--- config.mk ---
export PLATFORM = sky130hd
export DESIGN_NAME = tdm_port
export DESIGN_NICKNAME = d
export VERILOG_FILES = /design/src/rtl/tdm_pkg.sv /design/src/rtl/tdm_edge.sv /design/src/rtl/tdm_counter.sv /design/src/rtl/tdm_tx.sv /design/src/rtl/tdm_rx.sv /design/src/rtl/tdm_port.sv
export SDC_FILE = /design/constraint.sdc
export NUM_CORES = 1
export LEC_CHECK = 0
export CAP_MARGIN = 20
export CORE_MARGIN = 3
export CORE_UTILIZATION = 49
export CTS_CLUSTER_DIAMETER = 40
export DETAILED_ROUTE_END_ITERATION = 6
export GPL_ROUTABILITY_DRIVEN = 0
export PLACE_DENSITY = 0.67
export SYNTH_ARGS = -nofsm -noshare
export SYNTH_HDL_FRONTEND = slang
export SYNTH_SLANG_ARGS = --single-unit
--- constraint.sdc ---
create_clock -name clk -period 3.1 [get_ports clk]
set_input_delay 0.62 -clock clk [delete_from_list [all_inputs] [get_ports clk]]
set_output_delay 0.62 -clock clk [all_outputs]
set_load 0.02 [all_outputs]
--- src/rtl/tdm_pkg.sv ---
package tdm_pkg;
  localparam int unsigned DEF_SLOTS  = 8;
  localparam int unsigned DEF_WORD_W = 32;
  localparam int unsigned DEF_SYNC   = 2;
  // quiet cycles after reset before edges are trusted
  localparam int unsigned ARM_CYCLES = 4;
endpackage

--- src/rtl/tdm_edge.sv ---
module tdm_edge #(
  parameter int SYNC  = tdm_pkg::DEF_SYNC,
  parameter int ARM_N = tdm_pkg::ARM_CYCLES,
  localparam int ARM_W = $clog2(ARM_N + 1)
) (
  input  logic clk,
  input  logic rst,
  input  logic inv,
  input  logic clk_raw,
  input  logic dat_raw,
  output logic rise,
  output logic fall,
  output logic dat_s
);
  logic [SYNC-1:0]  csync, dsync;
  logic             lvl, lvl_q;
  logic [ARM_W-1:0] arm;
  logic             armed;

  assign lvl   = csync[SYNC-1] ^ inv;
  assign armed = (arm == ARM_W'(ARM_N));
  assign rise  = armed & lvl & ~lvl_q;
  assign fall  = armed & ~lvl & lvl_q;
  assign dat_s = dsync[SYNC-1];

  always_ff @(posedge clk) begin
    if (rst) begin
      csync <= '0;
      dsync <= '0;
      lvl_q <= 1'b0;
      arm   <= '0;
    end else begin
      csync <= {csync[SYNC-2:0], clk_raw};
      dsync <= {dsync[SYNC-2:0], dat_raw};
      lvl_q <= lvl;
      if (!armed) arm <= arm + 1'b1;
    end
  end
endmodule

--- src/rtl/tdm_counter.sv ---
module tdm_counter #(
  parameter int SLOTS  = tdm_pkg::DEF_SLOTS,
  parameter int WORD_W = tdm_pkg::DEF_WORD_W,
  localparam int SLOT_W = $clog2(SLOTS),
  localparam int BIT_W  = $clog2(WORD_W)
) (
  input  logic              clk,
  input  logic              rst,
  input  logic              adv,
  output logic [SLOT_W-1:0] slot,
  output logic [BIT_W-1:0]  bitn,
  output logic [SLOT_W-1:0] nxt_slot,
  output logic [BIT_W-1:0]  nxt_bit,
  output logic              run
);
  logic last_bit;

  always_comb begin
    last_bit = (bitn == BIT_W'(WORD_W - 1));
    nxt_bit  = last_bit ? '0 : bitn + 1'b1;
    if (!last_bit)                         nxt_slot = slot;
    else if (slot == SLOT_W'(SLOTS - 1))   nxt_slot = '0;
    else                                   nxt_slot = slot + 1'b1;
  end

  always_ff @(posedge clk) begin
    if (rst) begin
      slot <= SLOT_W'(SLOTS - 1);
      bitn <= BIT_W'(WORD_W - 1);
      run  <= 1'b0;
    end else if (adv) begin
      slot <= nxt_slot;
      bitn <= nxt_bit;
      run  <= 1'b1;
    end
  end


  slot_step_chk: assert property (@(posedge clk) disable iff (rst)
    (slot != $past(slot)) |-> (bitn == '0));
endmodule

--- src/rtl/tdm_tx.sv ---
module tdm_tx #(
  parameter int SLOTS  = tdm_pkg::DEF_SLOTS,
  parameter int WORD_W = tdm_pkg::DEF_WORD_W,
  localparam int SLOT_W = $clog2(SLOTS),
  localparam int BIT_W  = $clog2(WORD_W)
) (
  input  logic              clk,
  input  logic              rst,
  input  logic              fall,
  input  logic              inv_fs,
  input  logic [SLOT_W-1:0] nxt_slot,
  input  logic [BIT_W-1:0]  nxt_bit,
  input  logic              wr,
  input  logic [SLOT_W-1:0] wr_slot,
  input  logic [WORD_W-1:0] wr_word,
  output logic              tx_sd,
  output logic              fs_out
);
  logic [WORD_W-1:0] hold [SLOTS];
  logic [SLOTS-1:0]  vld;
  logic [WORD_W-1:0] sh, load_word;
  logic              load;

  assign load = fall && (nxt_bit == '0);

  always_comb begin
    load_word = vld[nxt_slot] ? hold[nxt_slot] : '0;
  end

  always_ff @(posedge clk) begin
    if (wr) hold[wr_slot] <= wr_word;
  end

  always_ff @(posedge clk) begin
    if (rst) begin
      vld <= '0;
    end else begin
      if (load) vld[nxt_slot] <= 1'b0;
      if (wr)   vld[wr_slot]  <= 1'b1;
    end
  end

  always_ff @(posedge clk) begin
    if (rst) begin
      sh     <= '0;
      tx_sd  <= 1'b0;
      fs_out <= inv_fs;
    end else if (fall) begin
      if (load) begin
        tx_sd <= load_word[WORD_W-1];
        sh    <= {load_word[WORD_W-2:0], 1'b0};
      end else begin
        tx_sd <= sh[WORD_W-1];
        sh    <= {sh[WORD_W-2:0], 1'b0};
      end
      fs_out <= ((nxt_slot == '0) && (nxt_bit == '0)) ^ inv_fs;
    end
  end


  empty_load_chk: assert property (@(posedge clk) disable iff (rst)
    (load && !vld[nxt_slot]) |=> (tx_sd == 1'b0));
endmodule

--- src/rtl/tdm_rx.sv ---
module tdm_rx #(
  parameter int SLOTS  = tdm_pkg::DEF_SLOTS,
  parameter int WORD_W = tdm_pkg::DEF_WORD_W,
  localparam int SLOT_W = $clog2(SLOTS),
  localparam int BIT_W  = $clog2(WORD_W)
) (
  input  logic              clk,
  input  logic              rst,
  input  logic              rise,
  input  logic              run,
  input  logic              sd,
  input  logic [SLOT_W-1:0] slot,
  input  logic [BIT_W-1:0]  bitn,
  output logic [WORD_W-1:0] rx_word,
  output logic [SLOT_W-1:0] rx_slot,
  output logic              rx_valid
);
  logic [WORD_W-1:0] sh;

  always_ff @(posedge clk) begin
    if (rst) begin
      sh       <= '0;
      rx_word  <= '0;
      rx_slot  <= '0;
      rx_valid <= 1'b0;
    end else begin
      rx_valid <= 1'b0;
      if (rise && run) begin
        sh <= {sh[WORD_W-2:0], sd};
        if (bitn == BIT_W'(WORD_W - 1)) begin
          rx_word  <= {sh[WORD_W-2:0], sd};
          rx_slot  <= slot;
          rx_valid <= 1'b1;
        end
      end
    end
  end


  valid_pulse_chk: assert property (@(posedge clk) disable iff (rst)
    rx_valid |=> !rx_valid);
endmodule

--- src/rtl/tdm_port.sv ---
module tdm_port #(
  parameter int SLOTS  = tdm_pkg::DEF_SLOTS,
  parameter int WORD_W = tdm_pkg::DEF_WORD_W,
  parameter int SYNC   = tdm_pkg::DEF_SYNC,
  localparam int SLOT_W = $clog2(SLOTS),
  localparam int BIT_W  = $clog2(WORD_W)
) (
  input  logic              clk,
  input  logic              rst,
  input  logic              inv_bclk,
  input  logic              inv_fs,
  input  logic              bclk_in,
  output logic              bclk_out,
  output logic              fs_out,
  output logic              tx_sd,
  input  logic              rx_sd,
  input  logic              tx_wr,
  input  logic [SLOT_W-1:0] tx_slot,
  input  logic [WORD_W-1:0] tx_word,
  output logic              rx_valid,
  output logic [SLOT_W-1:0] rx_slot,
  output logic [WORD_W-1:0] rx_word
);
  logic              rise, fall, rx_s, run;
  logic [SLOT_W-1:0] slot, nxt_slot;
  logic [BIT_W-1:0]  bitn, nxt_bit;

  always_ff @(posedge clk) bclk_out <= bclk_in;

  tdm_edge #(.SYNC(SYNC)) u_edge (
    .clk(clk), .rst(rst), .inv(inv_bclk), .clk_raw(bclk_in), .dat_raw(rx_sd),
    .rise(rise), .fall(fall), .dat_s(rx_s)
  );

  tdm_counter #(.SLOTS(SLOTS), .WORD_W(WORD_W)) u_cnt (
    .clk(clk), .rst(rst), .adv(fall), .slot(slot), .bitn(bitn),
    .nxt_slot(nxt_slot), .nxt_bit(nxt_bit), .run(run)
  );

  tdm_tx #(.SLOTS(SLOTS), .WORD_W(WORD_W)) u_tx (
    .clk(clk), .rst(rst), .fall(fall), .inv_fs(inv_fs),
    .nxt_slot(nxt_slot), .nxt_bit(nxt_bit),
    .wr(tx_wr), .wr_slot(tx_slot), .wr_word(tx_word),
    .tx_sd(tx_sd), .fs_out(fs_out)
  );

  tdm_rx #(.SLOTS(SLOTS), .WORD_W(WORD_W)) u_rx (
    .clk(clk), .rst(rst), .rise(rise), .run(run), .sd(rx_s),
    .slot(slot), .bitn(bitn),
    .rx_word(rx_word), .rx_slot(rx_slot), .rx_valid(rx_valid)
  );


  bclk_mirror_chk: assert property (@(posedge clk) disable iff (rst)
    bclk_out == $past(bclk_in));


  fs_position_chk: assert property (@(posedge clk) disable iff (rst)
    (fs_out != inv_fs) |-> ((slot == '0) && (bitn == '0)));
endmodule

==> results.cfg <==
[timing]
whs_ps = 436
max_freq_mhz = 342
setup_violations = 0
min_period_over_period = 0.944
fin_tns_setup_ps = 0
skew_ps = 14.5
timing.final.ws_setup_ps = 173
rsz0062_at_grt = no
worst_pin_slew_ps = 496
fin_crit_ps = 2930
max_slew_margin = 0.668
hold_viol_final = 0
maxSlewViolCount = 0

[floorplanning]
die_y_um = 178
initial_core_util = 0.502
ioPinCount = 81
die_w_um = 178
core-area_um2 = 29000
placementRows = 62
dieArea_um2 = 31800

[yosys]
synth-edff-count = 257
ys_seq_elements = 382
syn_nets = 1192
syn_area_um2 = 14600
synth_top_area_cell = edfxtp_1
ys_warn_count = 0
yosysMostFrequentCell = edfxtp_1
ys_seq_area_frac = 0.702
ys_types = 58
synthTopCellsByArea = edfxtp_1, dfxtp_1, nand2_1, a21oi_1, o22ai_1
async_flop_share = 0
avgSynthCellArea_um2 = 12.7
synthDominantCellAreaShare = 0.530
netlist_instances = 1143
synth_ff_type = edfxtp_1
yosys-top-cells-count = edfxtp_1, nand2_1, dfxtp_1

[clock_tree]
root_buffer = clkbuf_16
cts_max_path_buffers = 3
clk_pin_slew_ps = 60
cts_tree = done
clk_latency_ps = 540
numClockSinks = 382
htree_levels = 2
cts_hold_buf = 0
cts_buffers = 45

[final_layout]
nFillCells = 2272
num_antenna_cells = 0
area_growth_pct = 21.1
nets = 1308
fin_util = 0.607
final_layout_size_suffix_gt1_frac = 0.134

[outcome]
run_status = finished clean

[global_routing]
grt_max_degree = 47
grt_overflow_total = 0
antenna_found_initial = 0
grt_pass1_vias = 9752
grt_pass1_wl_mm = 55.3
track_usage = 0.227

[routing]
drtAntennaViolNets = 0
routedWlPerCell_um = 21.6
vias = 9955
wl_mm = 36.2
drt_iter0_markers = 913
drt-vias-per-instance = 5.93
dr.pass1.iters = 5
drc = 0

[power]
p_leak_nw = 5.74
irDropWorstVdd_mv = 0.471
p_per_area_nw_per_um2 = 645

[min_path]
hold_class = register to register

[run]
maxCapViolCount = 0

[setup_path]
worstPathMaxFanout = 32
critPathLaunchType = register
cp.arrival_ps = 3380
critPathKind = register to register
cp-end-kind = register
worstPathRequired_ps = 3560

[placement]
io_buffers = 80
pre_cts_ws_ps = -72.6
dp_hpwl_mm = 22.0
worst max-delay path, cell delays in order (launching register included):
cell       delay, ps
dfxtp_1          350
ha_1             190
and3_1           240
ha_4             260
or3b_4           440
nand2_4          150
o221ai_1         170
a2111oi_4        380
buf_12           250
o2111ai_1        150
a211oi_1         250
state kept, by name, summed over array words and instances, names as in the netlist, 2 cells and up:
signal,count
u_rx.sh,31
u_edge.dsync,2
u_tx.sh,31
u_rx.rx_slot,3
u_rx.rx_word,32
u_edge.arm,3
u_cnt.slot,3
u_tx.hold,256
u_tx.vld,8
u_cnt.bitn,5
u_edge.csync,2
kinds of logic after synthesis:
family,Yosys count,synth area share
compound gates,306,0.142
mux,33,0.0255
flops,382,0.702
simple gates,321,0.0950
xor+xnor,4,0.00241
buf+inv,90,0.0267
fa+ha+maj,7,0.00602
timing repair:
item	4_1_cts	5_1_grt
resized for setup	1	1
setup buffers	0	0
cloned	0	0
endpoints found under the setup margin	26	17
path summary, 6_finish.rpt:
path / slack (ps) / cells past startpoint / end / start
worst max-delay path: 170 / 10 / u_tx.sh[9]$_SDFFE_PP0P_ / u_cnt.bitn[1]$_SDFFE_PP1P_
worst min-delay path: 440 / 1 / u_edge.csync[1]$_SDFF_PP0_ / u_edge.csync[0]$_SDFF_PP0_
worst max register to register: 170 / 10 / u_tx.sh[9]$_SDFFE_PP0P_ / u_cnt.bitn[1]$_SDFFE_PP1P_
worst min register to register: 440 / 1 / u_edge.csync[1]$_SDFF_PP0_ / u_edge.csync[0]$_SDFF_PP0_
cell type report:
cell class | count | area (µm²) | share of cell area
clock inverters | 24 | 211 | 0.0120
well taps | 384 | 480 | 0.0273
inverters | 12 | 45.0 | 0.00256
flip-flops and latches | 382 | 10200 | 0.580
multi-input cells | 671 | 3970 | 0.225
clock buffers | 58 | 1270 | 0.0720
repair buffers | 147 | 1430 | 0.0809
routing by layer:
metal / global-route usage / vias up / share of wire
met5: 0 / - / 0
met3: 0.0390 / 70 / 0.080
met4: 0.0656 / 0 / 0.025
met1: 0.315 / 4887 / 0.42
li1: - / 4578 / -
met2: 0.371 / 420 / 0.47
per-stage QoR:
stage                     power, mW  cells  cell area (µm²)
after global routing           11.7   1678            17600
final                          11.4   1678            17600
after detailed placement       6.34   1596            16100
after floorplan                6.03   1143            14600
after global placement         6.33   1596            16100
after CTS                      11.4   1678            17600
cells in the final DEF, fill, tap and decap left out, drive strengths merged, types with 3 or more instances in the layout:
master,Yosys,final
a32oi,20,20
a22oi,7,7
ha,7,7
a211o,6,6
o21ai,26,26
nand2b,4,4
inv,12,16
o22ai,47,47
a221oi,7,7
o2111ai,7,7
o22a,3,3
nor2,60,60
o32a,4,4
mux2,20,20
clkinv,0,14
a31oi,6,6
and2,5,5
edfxtp,257,257
nand4,7,7
a211oi,29,29
clkbuf,57,58
clkdlybuf4s50,0,79
nand3,15,15
a222oi,3,3
o31ai,6,6
mux2i,13,13
nor3,12,12
nor2b,15,15
clkinvlp,0,4
o221ai,29,29
a21oi,98,98
buf,21,68
dfxtp,125,125
nand2,194,194
where the power goes:
| part | internal, mW | total, mW | switching, mW |
|---|---|---|---|
| combinational | 0.236 | 0.627 | 0.390 |
| sequential | 5.57 | 5.61 | 0.0416 |
| clock | 3.08 | 5.13 | 2.05 |
| total | 8.89 | 11.4 | 2.48 |
(Power assumes the default switching activity.)
